`src/rtl/scanIrqPkg.sv`:
```
package scanIrqPkg;
  // Per-cycle commands from the control unit to the counting datapath
  typedef struct packed {
    logic cntLoad;  // load counter from reload register
    logic cntStep;  // advance counter by one step
    logic irqClr;   // drop the pending request
  } tmrStrobe_t;

  // Mode byte bit positions
  localparam int ACK_EN_BIT = 0;
  localparam int RUN_EN_BIT = 1;
  localparam int CYC_MODE_BIT = 2;
endpackage

```
`src/rtl/scanIrqCtrl.sv`:
```
module scanIrqCtrl
  import scanIrqPkg::*;
#(
  parameter int DATA_W = 8,
  parameter int PRE_RELOAD = 341,
  parameter int PRE_STEP = 3
) (
  input  logic              clk,
  input  logic              rstN,
  input  logic              cpuTick,
  input  logic              wrMode,
  input  logic              wrAck,
  input  logic [DATA_W-1:0] wrData,
  output tmrStrobe_t        strb
);
  localparam int PRE_W = $clog2(PRE_RELOAD + 1);
  localparam logic [PRE_W-1:0] PRE_INIT = PRE_W'(PRE_RELOAD);
  localparam logic [PRE_W-1:0] PRE_DEC = PRE_W'(PRE_STEP);
  localparam logic [PRE_W-1:0] PRE_WRAP = PRE_W'(PRE_RELOAD - PRE_STEP);

  logic [DATA_W-1:0] modeReg;
  logic [PRE_W-1:0]  preCnt;
  logic              runEn;
  logic              cycMode;
  logic              anyWrite;
  logic              preExpire;
  logic              preAdvance;

  assign runEn      = modeReg[RUN_EN_BIT];
  assign cycMode    = modeReg[CYC_MODE_BIT];
  assign anyWrite   = wrMode | wrAck;
  assign preExpire  = (preCnt <= PRE_DEC);
  assign preAdvance = cpuTick && runEn && !cycMode && !anyWrite;

  always_comb begin
    strb = '0;
    if (wrMode) begin
      strb.irqClr  = 1'b1;
      strb.cntLoad = wrData[RUN_EN_BIT];
    end else if (wrAck) begin
      strb.irqClr = 1'b1;
    end else if (cpuTick && runEn) begin
      strb.cntStep = cycMode ? 1'b1 : preExpire;
    end
  end

  always_ff @(posedge clk) begin
    if (!rstN) begin
      modeReg <= '0;
    end else if (wrMode) begin
      modeReg <= wrData;
    end else if (wrAck) begin
      modeReg[RUN_EN_BIT] <= modeReg[ACK_EN_BIT];
    end
  end

  always_ff @(posedge clk) begin
    if (!rstN) begin
      preCnt <= PRE_INIT;
    end else if (wrMode && wrData[RUN_EN_BIT]) begin
      preCnt <= PRE_INIT;
    end else if (preAdvance) begin
      preCnt <= preExpire ? preCnt + PRE_WRAP : preCnt - PRE_DEC;
    end
  end


  pre_range_chk: assert property (@(posedge clk) disable iff (!rstN)
    (preCnt >= PRE_W'(1)) && (preCnt <= PRE_INIT));


  ack_copy_chk: assert property (@(posedge clk) disable iff (!rstN)
    (wrAck && !wrMode) |=> (modeReg[RUN_EN_BIT] == $past(modeReg[ACK_EN_BIT]))
      && (modeReg[CYC_MODE_BIT] == $past(modeReg[CYC_MODE_BIT])));


  idle_hold_chk: assert property (@(posedge clk) disable iff (!rstN)
    (!runEn && !wrMode) |=> $stable(preCnt));


  write_nostep_chk: assert property (@(posedge clk) disable iff (!rstN)
    anyWrite |-> !strb.cntStep);
endmodule

```
`src/rtl/scanIrqDatapath.sv`:
```
module scanIrqDatapath
  import scanIrqPkg::*;
#(
  parameter int DATA_W = 8
) (
  input  logic              clk,
  input  logic              rstN,
  input  logic              wrLatch,
  input  logic [DATA_W-1:0] wrData,
  input  tmrStrobe_t        strb,
  output logic              irqOut
);
  localparam logic [DATA_W-1:0] CNT_TOP = '1;

  logic [DATA_W-1:0] reloadReg;
  logic [DATA_W-1:0] cntReg;
  logic              irqReg;
  logic              cntWrap;

  assign cntWrap = strb.cntStep && (cntReg == CNT_TOP);
  assign irqOut  = irqReg;

  always_ff @(posedge clk) begin
    if (!rstN) begin
      reloadReg <= '0;
    end else if (wrLatch) begin
      reloadReg <= wrData;
    end
  end

  always_ff @(posedge clk) begin
    if (!rstN) begin
      cntReg <= '0;
    end else if (strb.cntLoad || cntWrap) begin
      cntReg <= reloadReg;
    end else if (strb.cntStep) begin
      cntReg <= cntReg + 1'b1;
    end
  end

  always_ff @(posedge clk) begin
    if (!rstN) begin
      irqReg <= 1'b0;
    end else if (strb.irqClr) begin
      irqReg <= 1'b0;
    end else if (cntWrap) begin
      irqReg <= 1'b1;
    end
  end


  irq_rise_chk: assert property (@(posedge clk) disable iff (!rstN)
    $rose(irqReg) |-> ($past(strb.cntStep) && ($past(cntReg) == CNT_TOP)));


  irq_clr_chk: assert property (@(posedge clk) disable iff (!rstN)
    strb.irqClr |=> !irqReg);


  reload_chk: assert property (@(posedge clk) disable iff (!rstN)
    strb.cntLoad |=> (cntReg == $past(reloadReg)));


  strobe_excl_chk: assert property (@(posedge clk) disable iff (!rstN)
    !(strb.cntLoad && strb.cntStep));
endmodule

```
`src/rtl/scanIrqTimer.sv`:
```
module scanIrqTimer
  import scanIrqPkg::*;
#(
  parameter int DATA_W = 8,
  parameter int PRE_RELOAD = 341,
  parameter int PRE_STEP = 3
) (
  input  logic              clk,
  input  logic              rstN,
  input  logic              cpuTick,
  input  logic              wrLatch,
  input  logic              wrMode,
  input  logic              wrAck,
  input  logic [DATA_W-1:0] wrData,
  output logic              irqOut
);
  tmrStrobe_t strb;

  scanIrqCtrl #(
    .DATA_W(DATA_W),
    .PRE_RELOAD(PRE_RELOAD),
    .PRE_STEP(PRE_STEP)
  ) uCtrl (
    .clk(clk),
    .rstN(rstN),
    .cpuTick(cpuTick),
    .wrMode(wrMode),
    .wrAck(wrAck),
    .wrData(wrData),
    .strb(strb)
  );

  scanIrqDatapath #(
    .DATA_W(DATA_W)
  ) uData (
    .clk(clk),
    .rstN(rstN),
    .wrLatch(wrLatch),
    .wrData(wrData),
    .strb(strb),
    .irqOut(irqOut)
  );
endmodule

```
`config.mk`:
```
export PLATFORM = sky130hd
export DESIGN_NAME = scanIrqTimer
export DESIGN_NICKNAME = d
export VERILOG_FILES = /design/src/rtl/scanIrqPkg.sv /design/src/rtl/scanIrqCtrl.sv /design/src/rtl/scanIrqDatapath.sv /design/src/rtl/scanIrqTimer.sv
export SDC_FILE = /design/constraint.sdc
export NUM_CORES = 1
export LEC_CHECK = 0
export CORE_MARGIN = 2
export CORE_UTILIZATION = 25
export DETAILED_ROUTE_END_ITERATION = 8
export PLACE_DENSITY_LB_ADDON = 0.05
export SLEW_MARGIN = 40
export SYNTH_ARGS = -nofsm -noshare
export SYNTH_HDL_FRONTEND = slang
export SYNTH_SLANG_ARGS = --single-unit
```
`constraint.sdc`:
```
create_clock -name clk -period 2.4 [get_ports clk]
set_clock_uncertainty 0.2 [all_clocks]
set_input_delay 0.36 -clock clk [delete_from_list [all_inputs] [get_ports clk]]
set_output_delay 0.36 -clock clk [all_outputs]
set_load 0.02 [all_outputs]
```
# Yosys cells after proc, flatten, opt, wreduce, memory -nomap -nowiden
# Cells that the tools add are included.
# word_totals
regBits	29
input_bits	14
out_inout_bits	1
word_cells	37
# classes
add_sub_neg	3
magnitude_cmp	1
n_eq_ne	1
muxes	12
n_bitwise	2
reduce_logical	12
# ops
op	n
two-way mux 8 bit	2
adder 9 bit (second input constant)	1
less-or-equal comparator 9 x 2 -> 1 bit (second input constant)	1
two-way mux 1 bit	9
two-way mux 9 bit	1
subtractor 9 x 2 -> 9 bit (second input constant)	1
adder 8 x 1 -> 8 bit (second input constant)	1
== test 8 bit (second input constant)	1
logical AND 1 bit	5
nonzero test 2 bit	2
OR reduction 2 bit	2
logical NOT 1 bit	2
logical OR 1 bit	1
NOT 1 bit	1
OR 1 bit	1

# Longest topological paths before layout
# depth
ltp_word	8
depth_mapped	8
depth_no_buf	7

# By module
# A second synthesis with hierarchy kept.
# unflattened
cells_unflattened	175
hier_area_um2	1576.5
# modules_own_cells
mod	n_inst	cells_each	area_each_um2	seq_area_each_um2
scanIrqDatapath	1	91	824.5	340.3
scanIrqCtrl	1	84	752.0	240.2

# Worst setup path before layout
# No wires, ideal clock.
# synth_timing
path_type	reg2reg
from	register uCtrl.preCnt[0]
to	register uData.cntReg[0]
setup_time_ps	115
arrival_ps	1728
required_ps	2085
path_slack_ps	358
path_stages_with_launch	7
n_path_buf	0
period_less_slack_ps	2042
cell_sequence	dfxtp_1 > ha_1 > nand3b_1 > a41o_1 > a41o_1 > a22o_1 > o21a_1
# synth_via
elab_chain_cells	8
elab_cells_between_ends	9
cone_classes	order compare (1); mux (5); reduce/logical (3)
# synth_rtl
element	line_no	rtl
from (decl)	scanIrqCtrl.sv:22	logic [PRE_W-1:0] preCnt;
from (signal assigned)	scanIrqCtrl.sv:63	preCnt <= preExpire ? preCnt + PRE_WRAP : preCnt - PRE_DEC;
less-or-equal comparator 9 x 2 -> 1 bit *	scanIrqCtrl.sv:32	assign preExpire = (preCnt <= PRE_DEC);
two-way mux 1 bit *	scanIrqCtrl.sv:43	strb.cntStep = cycMode ? 1'b1 : preExpire;
two-way mux 1 bit *	scanIrqCtrl.sv:42	end else if (cpuTick && runEn) begin
two-way mux 1 bit *	scanIrqCtrl.sv:40	end else if (wrAck) begin
two-way mux 1 bit *	scanIrqCtrl.sv:37	if (wrMode) begin
logical AND 1 bit	scanIrqDatapath.sv:20	assign cntWrap = strb.cntStep && (cntReg == CNT_TOP);
logical OR 1 bit	scanIrqDatapath.sv:34	end else if (strb.cntLoad || cntWrap) begin
two-way mux 8 bit / nonzero test 2 bit (equally long branches)	--	
to (signal assigned)	scanIrqDatapath.sv:35	cntReg <= reloadReg;
to (signal assigned)	scanIrqDatapath.sv:37	cntReg <= cntReg + 1'b1;
to (decl)	scanIrqDatapath.sv:16	logic [DATA_W-1:0] cntReg;
# Mark *: on every way between the ends. The rest lies on a longest branch, timed or not.
# A chain may end at the register's enable or synchronous reset.

# Worst setup path in the final report
# Same ends and word-level chain as after synthesis.

==> flow_results.org <==
** CTS
- Post-cts hold buffer count :: 0
- The H-tree was split into 2 levels.
- TritonCTS built the clock tree.
- Later-pin clock latency in the skew report :: 0.27 ns
- Counting along the longest clock path gives a buffer depth of 2.
- Clock buffers created by TritonCTS :: 5
- Clock slew at the register clock pins of the worst setup and hold paths :: around 0.06 ns
- Post-cts resize count :: 0
- The tree built by TritonCTS fans out to 29 sinks.
- Once the clock tree was built, the setup fixing pass inserted 0 buffers.
- Cell at the root of the clock tree :: clkbuf_8

** Synthesis
- During synthesis, Yosys emitted a total of 0 warnings.
- The synthesized netlist contains 44 unique library cells.
- The number of nets in the synthesized netlist is about 190.
- Sequential area share after synthesis :: 38.7%
- Number of synthesized flops with an enable pin :: 0
- Among all cell types in the netlist, the one instantiated most often is dfxtp_1.
- In the synthesized netlist, the cells that appear most often are 29 x dfxtp_1, 18 x nand2_1, 16 x mux2i_1, 11 x nor2b_1, 10 x a21oi_1.
- Area of the mapped netlist :: ~1500 um^2
- After synthesis, the largest area contributor takes up 38.7% of total cell area.
- The cell count after synthesis came out at about 170.
- Top cells by area, synth :: dfxtp_1 39%, mux2i_1 11%, nor2b_1 4.6%
- Primary FF master, synth :: dfxtp_1
- FF+latch count, synth :: 29
- A synthesized cell averages about 9.0 um^2.
- Summed over all instances, the cell type with the most area after synthesis is dfxtp_1.
- After synthesis, the share of flip-flops with an asynchronous set or reset is 0%.

** Layout
- Fillers :: 607
- The post-route netlist has a little under an eighth of its cells at a drive strength greater than 1.
- Post-route core utilization :: a little under a third
- ANT cells :: 0
- For this run, the post-layout net count is 210.
- Area Overhead vs Synth :: 24.5%

** Routing
- Sum of routed wire length over all layers :: ~3.5 mm
- Routed wirelength normalized by instance count :: around 13 um
- Detail-routed via count per cell :: approximately 4.7
- Remaining DRCs :: 0
- Number of DRC violations after detailed-routing iteration 0 :: 35
- The count of nets left with antenna violations once routing finished came out at 0.
- For this run, the detailed router's first-pass iteration total came to 4.
- Vias post-DR :: around 1300

** Critical path
- Data arrival at the endpoint of the critical path :: around 2.1 ns
- The worst register-to-register path begins at uCtrl.preCnt[0].
- Setup slack of the most critical reg-to-reg path :: around 0.22 ns
- STA puts the critical path data required time at 2.36 ns.
- Start-to-end type of the worst setup path :: reg2reg
- The worst register-to-register path ends at uData.cntReg[0].
- Worst setup path start :: uCtrl.preCnt[0]
- Maximum fanout count along the critical path :: 7
- Kind of end point of the critical path :: register
- In this design, the stage delay of the slowest critical-path cell is 0.37 ns.
- Among the stages of the critical path, the cell type that occurs most often is a41o_1.
- Register-to-Register Path Depth :: 6
- Walking the worst path, the cells encountered are ha_1 > nand3b_1 > a41o_1 > a41o_1 > a22o_1 > o21a_1.
- Startpoint type of the worst setup path :: register
- Crit path max-delay cell type :: dfxtp_1

** STA
- Setup slack closes at 0.222 ns.
- Of the available clock period, the critical path in the final layout requires ~91%.
- Setup repair after global routing missed its margin :: no
- For this run, the top clock speed supported by timing is 0.459 GHz.
- On the final layout, the worst hold slack is between 0.2 and 0.3 ns.
- Final number of hold-violating endpoints :: 0
- Headroom to the max-slew limit came out at 65.7%.
- For the pin with the worst max-slew slack, the measured transition is between 0.5 and 0.6 ns.
- Number of max-slew violations in the final report :: 0
- Setup TNS Final :: 0 ns
- Setup violations remaining at the end of the flow were counted as 0.
- Final critical delay including setup and external delays :: about 2.2 ns

** Floorplanning
- Die boundary height :: 81.4 um
- DIE AREA :: approximately 6600 um^2
- Boundary Pins :: 15
- Initial Util :: 25.6%
- Cell Rows :: 28
- Std-Cell Core Area :: 5850 um^2
- The die is ~81 um wide.

** Power and ir drop
- For this design the ratio of total power to cell area is between 500 and 600 nW/um^2.
- Pleak :: between 0.0007 and 0.0008 uW
- Total power :: 1010 uW
- Highest ir drop seen on vdd :: approximately 0.00018 V

** Placed design
- Routability-driven placement finished with a final weighted congestion of 0.748.
- Dpl ws :: between 0.1 and 0.15 ns
- In this run the tool buffered the top-level ports with 14 buffer cells.
- Once detailed placement completed, the half-perimeter wirelength came to ~2.7 mm.

** Global route
- The first global-routing pass estimated around 6.1 mm of wire.
- Maximum number of pins on one net before global-route repair :: 12
- Congestion Overflow GR :: 0
- Number of antenna violations at the first check in global routing :: 0
- For this run, the total global-route usage over all layers was measured as between 10% and 20%.
- The via count of the first global-routing pass is roughly 1300.

** Worst hold path
- Cell count of the worst hold path :: 2
- The worst hold path belongs to the class reg2reg.
- The worst hold path begins at uData.reloadReg[1].
- The worst hold path terminates at uData.cntReg[1].

** Run status
- The flow ran to the end, and the final reports show no timing, DRC or antenna violations.

** Job
- Across the run, the number of max-cap violations was 0.
-- cell usage in the layout (no fill, tap or decap), types with 2 or more instances in the layout --
cell,instances
clkdlybuf4s50_1,14
nor3_1,3
xor2_1,3
o22ai_1,5
nand2_1,18
nand3_1,4
nor2b_1,11
or3_1,2
and2_1,5
nor3_2,2
a21oi_1,10
o21ai_0,6
a31oi_1,2
buf_4,11
inv_1,3
clkbuf_8,6
mux2i_1,16
nor2_1,9
ha_1,4
o21a_1,3
nand4_1,2
a41o_1,2
nor4_1,2
dfxtp_1,29
-- cells by family after synthesis --
| family | count (synthesis) | synth area share (%) |
|---|---|---|
| AND/OR/NAND/NOR | 65 | 23.6 |
| AO/OA/AOI/OAI | 40 | 18.8 |
| flip-flops | 29 | 38.7 |
| multiplexers | 16 | 10.7 |
| buffers and inverters | 10 | 3.09 |
| adder cells (fa/ha/maj) | 4 | 3.34 |
| XOR/XNOR | 3 | 1.75 |
-- layout make-up --
class / instances / area [um^2] / share of cell area [%]
clock buffer: 7 / 86.3 / 4.62
inverter: 3 / 11.3 / 0.603
multi-input combinational: 128 / 872 / 46.7
sequential: 29 / 581 / 31.1
tap: 75 / 93.8 / 5.03
timing repair buffer: 25 / 223 / 11.9
-- routing by layer --
layer  part of all wire [%]  track usage (%)  vias up
met2                     51             21.6        7
li1                       -                -      661
met5                      0                0        -
met1                     46             13.9      588
met4                   0.77             4.07        0
met3                    2.1             3.30        2
-- worst max-delay path by stage --
stage               depth (start not counted)         endpoint  slack, ns
detailed placement                          6  uData.cntReg[3]       0.12
floorplan                                   6  uData.cntReg[0]       0.36
global route                                6  uData.cntReg[4]       0.06
finish                                      6  uData.cntReg[0]       0.22
CTS                                         6  uData.cntReg[0]       0.21
global placement                            6  uData.cntReg[0]       0.15
-- worst max-delay path: cells and delay by family (launching register included) --
kind / cells / cell delay, ns
AND/OR/NAND/NOR: 1 / 0.19
AO/OA/AOI/OAI: 4 / 1.09
flip-flops: 1 / 0.37
adder cells (fa/ha/maj): 1 / 0.22
-- per-stage QoR --
stage,instances,instance area (um^2)
after floorplan,167,1500
after global placement,260,1780
after detailed placement,260,1780
after CTS,267,1870
after global routing,267,1870
final,267,1870
-- power breakdown --
part	leakage [uW]	switching, uW	internal, uW	total, uW
clock network	0.0000443	174	227	401
logic	0.000459	47.8	55.9	104
registers	0.000237	11.6	497	508
-- registers in the layout, summed over array words and instances, names as in the netlist --
name / flops
uCtrl.modeReg: 3
uData.irqOut: 1
uData.cntReg: 8
uData.reloadReg: 8
uCtrl.preCnt: 9
No activity file was read; power rests on OpenSTA's default activity.
